`config.mk`:
```
export PLATFORM = sky130hd
export DESIGN_NAME = spec_rob
export DESIGN_NICKNAME = d
export VERILOG_FILES = /design/src/rtl/rob_pkg.sv /design/src/rtl/rob_ptrs.sv /design/src/rtl/rob_rename.sv /design/src/rtl/rob_store_check.sv /design/src/rtl/spec_rob.sv
export SDC_FILE = /design/constraint.sdc
export NUM_CORES = 1
export LEC_CHECK = 0
export BUFFER_PORTS_ARGS = -buffer_cell sky130_fd_sc_hd__buf_2
export CAP_MARGIN = 40
export CORE_MARGIN = 3
export CORE_UTILIZATION = 40
export CTS_CLUSTER_DIAMETER = 80
export CTS_CLUSTER_SIZE = 25
export DETAILED_ROUTE_END_ITERATION = 8
export PLACE_DENSITY_LB_ADDON = 0.1
export SLEW_MARGIN = 20
export SYNTH_ARGS = -nofsm -noshare
export SYNTH_HDL_FRONTEND = slang
export SYNTH_SLANG_ARGS = --single-unit
```
`constraint.sdc`:
```
create_clock -name clk -period 4.7 [get_ports clk]
set_input_delay 0.47 -clock clk [delete_from_list [all_inputs] [get_ports clk]]
set_output_delay 0.47 -clock clk [all_outputs]
set_load 0.005 [all_outputs]
```
`src/rtl/rob_pkg.sv`:
```
// rob_pkg: types shared by the reorder buffer and its sub-blocks.
// Assumes the 2-bit kind code is the issue-side encoding.
package rob_pkg;

    typedef enum logic [1:0] {
        OP_ALU    = 2'd0,
        OP_LOAD   = 2'd1,
        OP_STORE  = 2'd2,
        OP_BRANCH = 2'd3
    } op_kind_e;

    // True for kinds that produce an architectural register value.
    function automatic logic writes_reg(op_kind_e k);
        return (k == OP_ALU) || (k == OP_LOAD);
    endfunction

endpackage

```
`src/rtl/rob_ptrs.sv`:
```
// rob_ptrs: head, tail and occupancy of the circular slot array.
// Assumes DEPTH is a power of two so pointers wrap by overflow;
// push is never asserted when full unless pop is asserted too.
module rob_ptrs #(
    parameter int DEPTH = 8,
    localparam int TW = $clog2(DEPTH),
    localparam int CW = $clog2(DEPTH + 1)
) (
    input  logic          clk,
    input  logic          rst_n,
    input  logic          push,
    input  logic          pop,
    input  logic          clear,
    output logic [TW-1:0] head,
    output logic [TW-1:0] tail,
    output logic [CW-1:0] count,
    output logic          full
);

    // Advance pointers and occupancy; clear restarts both at slot 0.
    always_ff @(posedge clk) begin
        if (!rst_n || clear) begin
            head  <= '0;
            tail  <= '0;
            count <= '0;
        end else begin
            if (push) tail <= tail + TW'(1);
            if (pop)  head <= head + TW'(1);
            count <= count + CW'(push) - CW'(pop);
        end
    end

    assign full = (count == CW'(DEPTH));

endmodule

```
`src/rtl/rob_rename.sv`:
```
// rob_rename: per-register map to the newest in-flight producer tag.
// Assumes set and clear never target a flushed cycle (flush wins).
// A set to a register overrides a same-cycle clear of that register.
module rob_rename #(
    parameter int NREG = 16,
    parameter int TW   = 3,
    parameter int NSRC = 2,
    localparam int RW  = $clog2(NREG)
) (
    input  logic               clk,
    input  logic               rst_n,
    input  logic               flush,
    input  logic               set_en,
    input  logic [RW-1:0]      set_reg,
    input  logic [TW-1:0]      set_tag,
    input  logic               clr_en,
    input  logic [RW-1:0]      clr_reg,
    input  logic [TW-1:0]      clr_tag,
    input  logic [NSRC*RW-1:0] q_reg,
    output logic [NSRC-1:0]    q_busy,
    output logic [NSRC*TW-1:0] q_tag
);

    logic          busy_q [NREG];
    logic [TW-1:0] tag_q  [NREG];

    for (genvar r = 0; r < NREG; r++) begin : g_map
        localparam logic [RW-1:0] REG_ID = RW'(r);
        // Track the newest producer of this register.
        always_ff @(posedge clk) begin
            if (!rst_n || flush) begin
                busy_q[r] <= 1'b0;
                tag_q[r]  <= '0;
            end else if (set_en && set_reg == REG_ID) begin
                busy_q[r] <= 1'b1;
                tag_q[r]  <= set_tag;
            end else if (clr_en && clr_reg == REG_ID && tag_q[r] == clr_tag) begin
                busy_q[r] <= 1'b0;
            end
        end
    end

    for (genvar s = 0; s < NSRC; s++) begin : g_look
        logic [RW-1:0] idx;
        // Read the map entry named by this lookup port.
        always_comb begin
            idx = q_reg[s*RW +: RW];
            q_busy[s]          = busy_q[idx];
            q_tag[s*TW +: TW]  = tag_q[idx];
        end
    end

endmodule

```
`src/rtl/rob_store_check.sv`:
```
// rob_store_check: flags an older occupied store slot whose address
// equals the queried load address. Age is distance from the head,
// which assumes DEPTH is a power of two.
module rob_store_check #(
    parameter int DEPTH = 8,
    parameter int AW    = 16,
    localparam int TW   = $clog2(DEPTH)
) (
    input  logic [DEPTH-1:0] is_store,
    input  logic [AW-1:0]    slot_addr [DEPTH],
    input  logic [TW-1:0]    head,
    input  logic [AW-1:0]    q_addr,
    input  logic [TW-1:0]    q_tag,
    output logic             conflict
);

    logic [TW-1:0]    q_age;
    logic [DEPTH-1:0] hit;

    assign q_age = q_tag - head;

    for (genvar i = 0; i < DEPTH; i++) begin : g_cmp
        localparam logic [TW-1:0] SLOT = TW'(i);
        logic [TW-1:0] age;
        // Match when this slot is an older store to the same address.
        always_comb begin
            age    = SLOT - head;
            hit[i] = is_store[i] && (slot_addr[i] == q_addr) && (age < q_age);
        end
    end

    assign conflict = |hit;

endmodule

```
`src/rtl/spec_rob.sv`:
```
// spec_rob: speculative reorder buffer. Allocates one slot per cycle at
// the tail, captures result-bus beats by slot tag, serves operand
// lookups, retires the head slot once finished, and squashes all slots
// when a marked slot retires. Assumes DEPTH is a power of two and that
// the result bus only names slots that are occupied.
module spec_rob
    import rob_pkg::*;
#(
    parameter int DEPTH = 8,
    parameter int NREG  = 16,
    parameter int DW    = 32,
    parameter int AW    = 16,
    parameter int NSRC  = 2,
    localparam int TW   = $clog2(DEPTH),
    localparam int RW   = $clog2(NREG),
    localparam int CW   = $clog2(DEPTH + 1)
) (
    input  logic               clk,
    input  logic               rst_n,
    input  logic               alloc_valid,
    input  logic [1:0]         alloc_kind,
    input  logic [RW-1:0]      alloc_dreg,
    input  logic [AW-1:0]      alloc_addr,
    output logic               alloc_ready,
    output logic [TW-1:0]      alloc_tag,
    input  logic               cdb_valid,
    input  logic [TW-1:0]      cdb_tag,
    input  logic [DW-1:0]      cdb_value,
    input  logic               cdb_squash,
    input  logic [NSRC*RW-1:0] src_reg,
    output logic [NSRC-1:0]    src_busy,
    output logic [NSRC*TW-1:0] src_tag,
    output logic [NSRC-1:0]    src_ready,
    output logic [NSRC*DW-1:0] src_value,
    input  logic [AW-1:0]      ld_addr,
    input  logic [TW-1:0]      ld_tag,
    output logic               ld_conflict,
    output logic               rf_we,
    output logic [RW-1:0]      rf_waddr,
    output logic [DW-1:0]      rf_wdata,
    output logic               mem_we,
    output logic [AW-1:0]      mem_waddr,
    output logic [DW-1:0]      mem_wdata,
    output logic               flush
);

    // Slot state.
    logic [DEPTH-1:0] vld_q;
    logic [DEPTH-1:0] done_q;
    logic [DEPTH-1:0] squash_q;
    logic [DEPTH-1:0] store_q;
    op_kind_e         kind_q  [DEPTH];
    logic [RW-1:0]    dreg_q  [DEPTH];
    logic [AW-1:0]    addr_q  [DEPTH];
    logic [DW-1:0]    value_q [DEPTH];

    logic [TW-1:0] head, tail;
    logic [CW-1:0] count;
    logic          full;
    logic          commit_fire, alloc_fire, redirect;
    op_kind_e      head_kind, new_kind;

    assign new_kind    = op_kind_e'(alloc_kind);
    assign head_kind   = kind_q[head];
    assign commit_fire = vld_q[head] && done_q[head];
    assign redirect    = commit_fire && squash_q[head];
    assign alloc_ready = !redirect && (!full || commit_fire);
    assign alloc_fire  = alloc_valid && alloc_ready;
    assign alloc_tag   = tail;

    rob_ptrs #(.DEPTH(DEPTH)) u_ptrs (
        .clk   (clk),
        .rst_n (rst_n),
        .push  (alloc_fire),
        .pop   (commit_fire && !redirect),
        .clear (redirect),
        .head  (head),
        .tail  (tail),
        .count (count),
        .full  (full)
    );

    for (genvar i = 0; i < DEPTH; i++) begin : g_slot
        localparam logic [TW-1:0] SLOT = TW'(i);
        logic take, fill, retire;
        assign take   = alloc_fire && (tail == SLOT);
        assign fill   = cdb_valid && (cdb_tag == SLOT) && vld_q[i];
        assign retire = commit_fire && (head == SLOT);

        // Slot life cycle: allocate, capture result, retire or squash.
        always_ff @(posedge clk) begin
            if (!rst_n || redirect) begin
                vld_q[i]    <= 1'b0;
                done_q[i]   <= 1'b0;
                squash_q[i] <= 1'b0;
                store_q[i]  <= 1'b0;
            end else begin
                if (retire) begin
                    vld_q[i]   <= 1'b0;
                    store_q[i] <= 1'b0;
                end
                if (fill) begin
                    done_q[i]   <= 1'b1;
                    squash_q[i] <= cdb_squash;
                end
                if (take) begin
                    vld_q[i]    <= 1'b1;
                    done_q[i]   <= 1'b0;
                    squash_q[i] <= 1'b0;
                    store_q[i]  <= (new_kind == OP_STORE);
                end
            end
        end

        // Payload fields; written on allocation and on result capture.
        always_ff @(posedge clk) begin
            if (!rst_n) begin
                kind_q[i]  <= OP_ALU;
                dreg_q[i]  <= '0;
                addr_q[i]  <= '0;
                value_q[i] <= '0;
            end else begin
                if (take) begin
                    kind_q[i] <= new_kind;
                    dreg_q[i] <= alloc_dreg;
                    addr_q[i] <= alloc_addr;
                end
                if (fill) value_q[i] <= cdb_value;
            end
        end
    end

    // Architectural updates from the head slot.
    assign rf_we     = commit_fire && !redirect && writes_reg(head_kind);
    assign rf_waddr  = dreg_q[head];
    assign rf_wdata  = value_q[head];
    assign mem_we    = commit_fire && !redirect && (head_kind == OP_STORE);
    assign mem_waddr = addr_q[head];
    assign mem_wdata = value_q[head];
    assign flush     = redirect;

    logic [NSRC*TW-1:0] map_tag;
    logic [NSRC-1:0]    map_busy;

    rob_rename #(.NREG(NREG), .TW(TW), .NSRC(NSRC)) u_rename (
        .clk     (clk),
        .rst_n   (rst_n),
        .flush   (redirect),
        .set_en  (alloc_fire && writes_reg(new_kind)),
        .set_reg (alloc_dreg),
        .set_tag (tail),
        .clr_en  (rf_we),
        .clr_reg (dreg_q[head]),
        .clr_tag (head),
        .q_reg   (src_reg),
        .q_busy  (map_busy),
        .q_tag   (map_tag)
    );

    for (genvar s = 0; s < NSRC; s++) begin : g_src
        logic [TW-1:0] t;
        // Forward a finished producer's value out of its slot.
        always_comb begin
            t = map_tag[s*TW +: TW];
            src_busy[s]            = map_busy[s];
            src_tag[s*TW +: TW]    = t;
            src_ready[s]           = map_busy[s] && done_q[t];
            src_value[s*DW +: DW]  = value_q[t];
        end
    end

    rob_store_check #(.DEPTH(DEPTH), .AW(AW)) u_stchk (
        .is_store  (store_q & vld_q),
        .slot_addr (addr_q),
        .head      (head),
        .q_addr    (ld_addr),
        .q_tag     (ld_tag),
        .conflict  (ld_conflict)
    );

endmodule

```
==> qor.csv <==
metric;value;unit
synth_async_sr_flop_share;0;%
rr_worst_depth;9;
holdWs;0.177;ns
row_count;103;
cp.arrival;3.87;ns
dr.pass1.iters;5;
path_clk_slew;0.10;ns
hold_buffers;0;
internal_power;7.90;mW
grt_usage;26.3;%
cp_slowest_stage_delay;0.56;ns
path_cells;inv_1, fa_1, xnor2_2, xnor2_1, ha_1, o211ai_1, a2111oi_0, or4_1, buf_2;
cp-start-kind;flip-flop;
wl_met1;46400;um
p_switching;3.57;mW
cellPowerDensity;323;nW/um^2
nets;3269;
crit_buf_inv;2;
r2r_start;u_ptrs.head[1];
core_area;79400;sq um
crit_type;reg2out;
synth_edf_count;368;
die_w;290;um
wire_per_inst;26.6;um
routed_via_density;5.90;
dp_slack;0.805;ns
synth_area;32200;sq um
htree_levels;2;
status;complete, no violations;
grt_start_max_net_pins;99;
wl_met2;54200;um
clk_latency;0.61;ns
p_leak;14.4;nW
grt_pass1_vias;24300;
post-route-period-util;92.3;%
hp-class;in2reg;
fmax;0.231;GHz
period_needed;4.34;ns
final_cell_area;35500;sq um
die_area;83900;sq um
end_kind;output pin;
cts-root-buf;clkbuf_16;
crit_family;adder cells;
syn_inst;3074;
vias;25000;
crit_start;u_ptrs.head[1];
gp_congestion;0.895;
cts.sinks;541;
required;4.23;ns
grt_pass1_wl;164000;um
synth_nets;3192;
cp-endpoint;ld_conflict;
final_max_slew_viol_count;0;
seq_area_frac_synth;45.1;%
route.detailed.drc;0;
cp.depth;9;
swShare;31.1;%
nFillCells;7488;
die_h;290;um
power_frac_comb;20.4;%
dominantRegCellSynth;edfxtp_1;
ys_top_cells_by_area;edfxtp_1 (34%), dfxtp_1 (11%), mux4_2 (10%);
cts_setup_buffers;0;
io_buffers;254;
met3_length;8380;um
avgSynthCellArea;10.5;sq um
critPathMaxFanout;18;
p_seq_share;47.8;%
cts_buffers;37;
reg2reg_slack;1.24;ns
place.detailed.hpwl;73700;um
cts_tree;yes;
worstMarginPinSlew;0.878;ns
crit_slowest_cell;or4_1;
ys_types;62;
final-setup-viol-count;0;
utilization;44.7;%
synth_top_area_cell;edfxtp_1;
initial_core_util;40.5;%
clkPwrFrac;31.8;%
pin_count;255;
drive_gt1_share;19.7;%
syn2layout_area_growth;10.3;%
r2r-end;addr_q[68];
yosys_warnings;0;
setup_slack;0.363;ns
overflow;0;
ys_seq_elements;541;
wirelength;113000;um
hold_viol;0;
vdd_drop_max;0.212;mV
fin_skew;0.0439;ns
clockBufferDepth;3;
fin_tns_setup;0;ns
antenna_found_initial;14;
drv_cap;0;
synth_top_area_share;34.3;%
max_slew_margin;40.9;%
first_iter_violations;2430;
drtAntennaViolNets;0;
rsz0062_at_grt;false;
place_area;34200;sq um
highest_layer;met5;
placed cells by master (no fill, tap or decap), types with 38 or more instances in the layout:
master,n
nand2_1,554
edfxtp_1,368
buf_2,253
nor2_1,237
mux2i_1,203
and3_1,197
nand3_1,170
dfxtp_1,167
mux4_2,148
and2_1,141
xor2_1,126
a32oi_1,64
buf_4,58
xnor2_1,54
clkbuf_16,39
mux2_2,38
how the worst min path moves through the flow:
| stage | startpoint | endpoint | slack [ns] | cells past startpoint |
|---|---|---|---|---|
| final | alloc_addr[1] | addr_q[1] | 0.18 | 3 |
| after global routing | alloc_addr[1] | addr_q[1] | 0.16 | 3 |
| after CTS | alloc_addr[1] | addr_q[1] | 0.14 | 3 |
| after detailed placement | squash_q[6] | squash_q[6] | 0.46 | 2 |
| after global placement | squash_q[6] | squash_q[6] | 0.45 | 2 |
| after floorplan | squash_q[5] | squash_q[5] | 0.43 | 2 |
state kept, by name, summed over array words and instances (netlist names), named ones only:
register / flops
dreg_q: 32
addr_q: 128
squash_q: 8
u_ptrs.head: 3
done_q: 8
kind_q: 16
u_rename.busy_q: 16
value_q: 256
u_ptrs.tail: 3
u_rename.tag_q: 48
u_ptrs.count: 4
store_q: 8
vld_q: 8
tightest hold or removal path: cells and delay by family:
kind                   cells  cell delay (ns)
muxes                      1             0.06
buffers and inverters      1             0.15
and+or+nand+nor            1             0.07
stage by stage:
step / std cells / total power, mW
2_1_floorplan: 3074 / 6.96
3_3_place_gp: 4155 / 7.88
3_5_place_dp: 4162 / 7.92
4_1_cts: 4230 / 11.6
5_1_grt: 4233 / 11.9
6_report: 4235 / 11.5
synthesized netlist by cell type (55+ instances only):
| library cell | n |
|---|---|
| a32oi_1 | 64 |
| and2_1 | 140 |
| and3_1 | 197 |
| buf_2 | 61 |
| clkbuf_1 | 147 |
| dfxtp_1 | 173 |
| edfxtp_1 | 368 |
| mux2i_1 | 203 |
| mux4_2 | 148 |
| nand2_1 | 562 |
| nand3_1 | 170 |
| nor2_1 | 241 |
| xnor2_1 | 55 |
| xor2_1 | 126 |
metal layers:
| metal | up-vias | GRT usage, % |
|---|---|---|
| li1 | 11200 | - |
| met1 | 12500 | 35.4 |
| met2 | 1088 | 44.1 |
| met3 | 203 | 3.90 |
| met4 | 12 | 7.94 |
| met5 | - | 0 |
area by class of cell:
cell class | instances | area (sq um) | area share [%]
antenna | 5 | 12.5 | 0.0353
clock buffer | 46 | 1000 | 2.82
clock inverter | 22 | 298 | 0.839
inverter | 32 | 126 | 0.356
multi-input combinational | 2213 | 16200 | 45.6
sequential | 541 | 14500 | 41.0
tap | 1050 | 1310 | 3.70
timing repair buffer | 326 | 2010 | 5.66
what timing repair did:
item	4_1_cts	5_1_grt
endpoints found under the setup margin	0	1
hold endpoints to repair	0	0
gates resized for setup	0	1
cell families after synthesis:
group,Yosys count,synth area share (%)
compound gates,168,4.04
simple gates,1431,21.1
fa+ha+maj,30,1.21
flops,541,45.1
buf+inv,320,4.79
xor+xnor,181,4.93
mux,403,18.8
power groups by stage:
| stage | clock [mW] | sequential, mW | combinational (mW) |
|---|---|---|---|
| after floorplan | 0 | 5.50 | 1.46 |
| after global placement | 0 | 5.58 | 2.30 |
| after detailed placement | 0 | 5.59 | 2.33 |
| after CTS | 3.74 | 5.48 | 2.34 |
| after global routing | 3.91 | 5.51 | 2.52 |
| final | 3.65 | 5.48 | 2.34 |
Power figures use the tool's default switching activity.
